`src/rtl/brc_pkg.sv`:
```
`timescale 1ns/1ps
// Shared types for the bus release controller.
// Assumes: one controller state machine per bus port.
package brc_pkg;
    typedef enum logic [3:0] {
        ST_OWNED, ST_WAIT_UNLOCK, ST_PRECHARGE, ST_FLOAT_BUS, ST_ACK,
        ST_STROBE_HIGH, ST_FLOAT_CTRL, ST_RELEASED, ST_RECLAIM
    } brc_state_e;

    // Positions of the indivisible-sequence flags in the lock vector.
    localparam int LK_LINE_FILL  = 0;
    localparam int LK_COPYBACK   = 1;
    localparam int LK_ATOMIC_GAP = 2;
    localparam int LK_NARROW_SEQ = 3;
    localparam int LK_DMA_BURST  = 4;
    localparam int LK_COUNT      = 5;
endpackage

```
`src/rtl/brc_req_sample.sv`:
```
`timescale 1ns/1ps
// Samples the active-low external bus request at bus-clock falling edges
// only, and presents it as an active-high "request asserted" flag.
// Assumes: phase_i is 1 for clk edges that stand for falling bus-clock edges.
module brc_req_sample (
    input  logic clk,
    input  logic rst_n,
    input  logic phase_i,
    input  logic req_n_i,
    output logic req_act_o
);
    logic req_n_q;

    // Capture the request pin on falling-phase edges only.
    always_ff @(posedge clk) begin
        if (!rst_n)       req_n_q <= 1'b1;
        else if (phase_i) req_n_q <= req_n_i;
    end

    assign req_act_o = !req_n_q;

    AST_REQ_FALL_ONLY: assert property (@(posedge clk) disable iff (!rst_n)
        !$stable(req_n_q) |-> $past(phase_i));
endmodule

```
`src/rtl/brc_hold_gate.sv`:
```
`timescale 1ns/1ps
// Combines the cycle-in-progress flag and the indivisible-sequence flags
// into one "safe to release" indication.
// Assumes: every flag is active high and already synchronous to clk.
module brc_hold_gate #(
    parameter int NUM_LOCK = 5
) (
    input  logic                cyc_busy_i,
    input  logic [NUM_LOCK-1:0] lock_i,
    output logic                clear_o
);
    logic [NUM_LOCK:0] any_hold;

    // Ripple OR over the lock flags, seeded with the busy flag.
    assign any_hold[0] = cyc_busy_i;
    for (genvar g = 0; g < NUM_LOCK; g++) begin : g_lock
        assign any_hold[g+1] = any_hold[g] | lock_i[g];
    end

    assign clear_o = !any_hold[NUM_LOCK];
endmodule

```
`src/rtl/brc_seq_fsm.sv`:
```
`timescale 1ns/1ps
// Release/reclaim sequencer. It walks the hold wait, the optional SDRAM
// precharge-all, the staggered float of buses, acknowledge and strobes,
// and the reclaim. All pad controls are registered.
// Assumes: phase_i alternates every clk; req_act_i is already phase sampled.
module brc_seq_fsm
    import brc_pkg::*;
(
    input  logic clk,
    input  logic rst_n,
    input  logic phase_i,
    input  logic req_act_i,
    input  logic clear_i,
    input  logic sdram_open_i,
    input  logic pall_done_i,
    output logic addr_oe_o,
    output logic data_oe_o,
    output logic ctrl_oe_o,
    output logic strb_hi_o,
    output logic ack_n_o,
    output logic pall_req_o,
    output logic stall_o
);
    brc_state_e state;
    logic addr_oe_q, data_oe_q, ctrl_oe_q, strb_hi_q, ack_n_q, pall_req_q;
    logic fall_tick, rise_tick;

    assign fall_tick = phase_i;
    assign rise_tick = !phase_i;

    // Sequence state and registered pad controls.
    always_ff @(posedge clk) begin
        if (!rst_n) begin
            state      <= ST_OWNED;
            addr_oe_q  <= 1'b1;
            data_oe_q  <= 1'b1;
            ctrl_oe_q  <= 1'b1;
            strb_hi_q  <= 1'b0;
            ack_n_q    <= 1'b1;
            pall_req_q <= 1'b0;
        end else begin
            case (state)
                ST_OWNED: if (req_act_i) state <= ST_WAIT_UNLOCK;
                ST_WAIT_UNLOCK: begin
                    if (!req_act_i) begin
                        state <= ST_OWNED;
                    end else if (clear_i) begin
                        if (sdram_open_i) begin
                            state      <= ST_PRECHARGE;
                            pall_req_q <= 1'b1;
                        end else begin
                            state <= ST_FLOAT_BUS;
                        end
                    end
                end
                ST_PRECHARGE: if (pall_done_i) begin
                    pall_req_q <= 1'b0;
                    state      <= ST_FLOAT_BUS;
                end
                ST_FLOAT_BUS: if (rise_tick) begin
                    addr_oe_q <= 1'b0;
                    data_oe_q <= 1'b0;
                    state     <= ST_ACK;
                end
                ST_ACK: if (fall_tick) begin
                    ack_n_q <= 1'b0;
                    state   <= ST_STROBE_HIGH;
                end
                ST_STROBE_HIGH: if (rise_tick) begin
                    strb_hi_q <= 1'b1;
                    state     <= ST_FLOAT_CTRL;
                end
                ST_FLOAT_CTRL: if (rise_tick) begin
                    ctrl_oe_q <= 1'b0;
                    strb_hi_q <= 1'b0;
                    state     <= ST_RELEASED;
                end
                ST_RELEASED: if (fall_tick && !req_act_i) begin
                    ack_n_q <= 1'b1;
                    state   <= ST_RECLAIM;
                end
                ST_RECLAIM: if (rise_tick) begin
                    addr_oe_q <= 1'b1;
                    data_oe_q <= 1'b1;
                    ctrl_oe_q <= 1'b1;
                    state     <= ST_OWNED;
                end
                default: state <= ST_OWNED;
            endcase
        end
    end

    // Stall: committed handover, or the very cycle the hold clears.
    always_comb begin
        if (state == ST_OWNED)            stall_o = 1'b0;
        else if (state == ST_WAIT_UNLOCK) stall_o = req_act_i && clear_i;
        else                              stall_o = 1'b1;
    end

    assign addr_oe_o  = addr_oe_q;
    assign data_oe_o  = data_oe_q;
    assign ctrl_oe_o  = ctrl_oe_q;
    assign strb_hi_o  = strb_hi_q;
    assign ack_n_o    = ack_n_q;
    assign pall_req_o = pall_req_q;

    AST_PALL_KEEPS_BUS: assert property (@(posedge clk) disable iff (!rst_n)
        pall_req_q |-> (addr_oe_q && ctrl_oe_q));
    AST_BUS_FLOAT_RISING: assert property (@(posedge clk) disable iff (!rst_n)
        $fell(addr_oe_q) |-> !$past(phase_i));
    AST_ACK_AFTER_FLOAT: assert property (@(posedge clk) disable iff (!rst_n)
        !ack_n_q |-> (!addr_oe_q && !data_oe_q));
    AST_ACK_ON_FALLING: assert property (@(posedge clk) disable iff (!rst_n)
        $fell(ack_n_q) |-> $past(phase_i));
    AST_STROBES_HIGH_FIRST: assert property (@(posedge clk) disable iff (!rst_n)
        $fell(ctrl_oe_q) |-> $past(strb_hi_q));
    AST_UNGRANT_ON_FALLING: assert property (@(posedge clk) disable iff (!rst_n)
        $rose(ack_n_q) |-> $past(phase_i));
    AST_STALL_WHILE_GRANTED: assert property (@(posedge clk) disable iff (!rst_n)
        !ack_n_q |-> stall_o);
endmodule

```
`src/rtl/bus_release_ctrl.sv`:
```
`timescale 1ns/1ps
// Top of the bus mastership release controller. It ties together request
// sampling, the hold gate and the release sequencer.
// Assumes: clk runs at twice the bus clock, and phase_i marks falling edges.
module bus_release_ctrl #(
    parameter int NUM_LOCK = brc_pkg::LK_COUNT
) (
    input  logic                clk,
    input  logic                rst_n,
    input  logic                phase_i,
    input  logic                bus_req_n_i,
    input  logic                cyc_busy_i,
    input  logic [NUM_LOCK-1:0] lock_i,
    input  logic                sdram_open_i,
    input  logic                pall_done_i,
    output logic                addr_oe_o,
    output logic                data_oe_o,
    output logic                ctrl_oe_o,
    output logic                strb_hi_o,
    output logic                bus_ack_n_o,
    output logic                pall_req_o,
    output logic                stall_o
);
    logic req_act, hold_clear;

    brc_req_sample u_req (
        .clk(clk), .rst_n(rst_n), .phase_i(phase_i),
        .req_n_i(bus_req_n_i), .req_act_o(req_act)
    );

    brc_hold_gate #(.NUM_LOCK(NUM_LOCK)) u_hold (
        .cyc_busy_i(cyc_busy_i), .lock_i(lock_i), .clear_o(hold_clear)
    );

    brc_seq_fsm u_seq (
        .clk(clk), .rst_n(rst_n), .phase_i(phase_i),
        .req_act_i(req_act), .clear_i(hold_clear),
        .sdram_open_i(sdram_open_i), .pall_done_i(pall_done_i),
        .addr_oe_o(addr_oe_o), .data_oe_o(data_oe_o), .ctrl_oe_o(ctrl_oe_o),
        .strb_hi_o(strb_hi_o), .ack_n_o(bus_ack_n_o),
        .pall_req_o(pall_req_o), .stall_o(stall_o)
    );

    AST_HOLD_KEEPS_BUS: assert property (@(posedge clk) disable iff (!rst_n)
        ((cyc_busy_i || (|lock_i)) && addr_oe_o && !pall_req_o) |=> addr_oe_o);
    AST_OE_PAIRED: assert property (@(posedge clk) disable iff (!rst_n)
        addr_oe_o == data_oe_o);
endmodule

```
`config.mk`:
```
export PLATFORM = sky130hd
export DESIGN_NAME = bus_release_ctrl
export DESIGN_NICKNAME = d
export VERILOG_FILES = /design/src/rtl/brc_pkg.sv /design/src/rtl/brc_req_sample.sv /design/src/rtl/brc_hold_gate.sv /design/src/rtl/brc_seq_fsm.sv /design/src/rtl/bus_release_ctrl.sv
export SDC_FILE = /design/constraint.sdc
export NUM_CORES = 1
export LEC_CHECK = 0
export ABC_AREA = 0
export CORE_MARGIN = 3
export CORE_UTILIZATION = 48
export CTS_BUF_LIST = sky130_fd_sc_hd__clkbuf_2 sky130_fd_sc_hd__clkbuf_4 sky130_fd_sc_hd__clkbuf_8
export DETAILED_ROUTE_END_ITERATION = 10
export GPL_TIMING_DRIVEN = 1
export PLACE_DENSITY = 0.81
export RECOVER_POWER = 25
export SYNTH_ARGS = -nofsm -noshare
export SYNTH_HDL_FRONTEND = slang
export SYNTH_SLANG_ARGS = --single-unit
```
`constraint.sdc`:
```
create_clock -name clk -period 1.9 [get_ports clk]
set_input_delay 0.285 -clock clk [delete_from_list [all_inputs] [get_ports clk]]
set_output_delay 0.285 -clock clk [all_outputs]
set_load 0.005 [all_outputs]
```
==> impl_metrics.ini <==
[status]
status = completed

[final_layout]
final_cell_mix = clkdlybuf4s50_1, dfxtp_1, nor2_1, nand2_1, buf_4
fin_nets = 116
final_common_cell = clkdlybuf4s50_1
num_antenna_cells = 0
final_area_sq_um = 905
register_area_sq_um = 201
utilization_pct = 75.3
finalNonFillerCells = 116
n_fill_cell = 94
multi_input_area_sq_um = 422
area_growth_pct = 36.7
layout-drive-gt1-share_pct = 17.6

[setup_path]
critPathLaunchType = input port
worstPathMaxFanout = 6
crit-reg2reg-launch = u_seq.state[3]
crit_path_end_kind = register
rrSetupSlack_ns = 0.16
critPathRequiredTime_ns = 2.05
worstSetupPathType = input port to register
rr_worst_depth = 5
reg2reg_to = u_seq.state[2]
arrival_ns = 1.94

[hold_path]
hold_end = u_seq.ctrl_oe_o
whs_path_depth = 1
hold_path_class = register to register
min_from = u_seq.ctrl_oe_o

[global_routing]
grt_max_degree = 13
track_usage_pct = 20.8
grt_antenna_before_repair = 0
grt_pass1_wl_um = 2920
grt_pass1_vias = 646
overflow = 0

[sta]
tightest_slew_ns = 0.395
max_slew_margin_pct = 73.7
slew_viol_final = 0
min_period_ns = 1.79
finalSetupViolCount = 0
skew_ns = 0.00907
rsz0062_at_grt = false
fin_crit_sh_pct = 94.3
fmax_mhz = 558
finalHoldViolCount = 0

[power]
p_per_area_nw_per_um2 = 514
total_leakage_power_nw = 0.391
ir_worst_vdd_uv = 498

[die]
die_area_sq_um = 1860
row_count = 12
initial_core_util_pct = 55.1
die_h_um = 43.1
core_sq_um = 1200
num_io_pins = 19
fp.dieW_um = 43.1

[place]
placed_area_sq_um = 878
io_buffers = 18
dp_hpwl_um = 1210
globalplace.congestion = 0.832
dp_cells = 114

[clock_network]
clockBufferDepth = 2
htreeDepth = 1
cts_inserted_buffers = 3
root_buffer = clkbuf_4
hold_buffers = 0
path_clk_slew_ns = 0.06
cts_tree = built
insertion_delay_ns = 0.27
clkSinkCount = 10

[routing]
vias_per_cell = 5.84
wl_met2_um = 769
drt-total-wl_um = 1630
vias = 678
wl_per_cell_um = 14.1
drtAntennaViolNets = 0
wl_met3_um = 109
drt-met1-wl_um = 714
drtIter0Drc = 21
drc = 0
first_pass_iters = 4
top_layer_used = met4

[logic_synthesis]
synth_flop_cell = dfxtp_1
synth.net_count = 93
ys_seq_area_share_pct = 30.2
synthTopCellsByArea = dfxtp_1, nand2_1, nor2_1
yosysTopAreaCell = dfxtp_1
synth_area_sq_um = 662
syn_avg_cell_area_sq_um = 8.17
synth_edf_count = 0
synth_cells = 81
synth_cell_types = 42
ys_seq_elements = 10
async_flop_share_pct = 0
yosysWarnings = 0
synth_top_area_share_pct = 30.2

[job]
maxCapViolCount = 0
## sequential cells by signal, indices dropped and copies added (netlist names)
signal / cells
u_seq.data_oe_o: 1
u_seq.strb_hi_o: 1
u_seq.ack_n_o: 1
u_req.req_n_q: 1
u_seq.ctrl_oe_o: 1
u_seq.state: 4
u_seq.pall_req_o: 1
## report_power, final
part	total (mW)	switching (mW)	internal [mW]
Sequential	0.227	0.0105	0.217
Clock	0.140	0.0667	0.0729
Combinational	0.0986	0.0459	0.0527
## worst max-delay path, stage by stage
cell and delay, ns:
clkdlybuf4s50_1 0.39, or2_2 0.33, buf_4 0.15, o211ai_2 0.15, a21boi_4 0.28, o211ai_1 0.12, a31o_1 0.23
## cells in the mapped netlist (2+ instances only)
library cell	instances
nand2b_1	3
buf_2	3
o211ai_1	3
nand3_1	3
inv_1	4
nand2_1	6
nor2_1	6
clkbuf_1	2
o31ai_1	2
nor3_1	4
nor2b_1	2
a21oi_1	4
dfxtp_1	10
## cell type report
class | count | share of cell area, %
well taps | 14 | 1.94
multi-input cells | 60 | 46.6
inverters | 4 | 1.66
repair buffers | 25 | 25.0
clock buffers | 3 | 2.49
flip-flops and latches | 10 | 22.3
## per-layer routing
layer	GRT usage [%]	vias to the layer above
met3	8.47	7
li1	-	342
met1	27.3	306
met2	30.1	23
met4	7.83	0
met5	0	-
## per-stage QoR
| step | total power [mW] | TNS, ns | setup WS (ns) | hold WS [ns] |
|---|---|---|---|---|
| 6_report | 0.465 | 0 | 0.108 | 0.464 |
| 2_1_floorplan | 0.282 | 0 | 0.270 | 0.357 |
| 3_5_place_dp | 0.331 | -2.30 | -0.496 | 0.445 |
| 4_1_cts | 0.473 | 0 | 0.0280 | 0.467 |
| 5_1_grt | 0.491 | 0 | 0.0387 | 0.494 |
| 3_3_place_gp | 0.329 | -2.21 | -0.484 | 0.435 |
## repair_timing
item                       in CTS  in global routing
setup endpoints to repair       5                  7
setup buffers                   0                  0
pin swaps                       8                  5
resized for setup              10                  4
## cells by family (layout without fill, tap and decap cells)
family,count (synthesis),after routing,synth area share (%)
AO/OA/AOI/OAI,26,26,32.7
flip-flops,10,10,30.2
XOR/XNOR,1,1,1.32
AND/OR/NAND/NOR,33,33,27.2
buffers and inverters,11,32,8.51
## worst max-delay path by stage
stage	startpoint	endpoint	slack, ns	cells after the start
finish	lock_i[3]	u_seq.state[1]	0.11	7
global route	lock_i[3]	u_seq.state[1]	0.04	7
CTS	lock_i[2]	stall_o	0.03	5
detailed placement	lock_i[0]	stall_o	-0.50	5
global placement	lock_i[0]	stall_o	-0.48	5
floorplan	lock_i[0]	u_seq.state[2]	0.27	5
(Power assumes the default switching activity.)
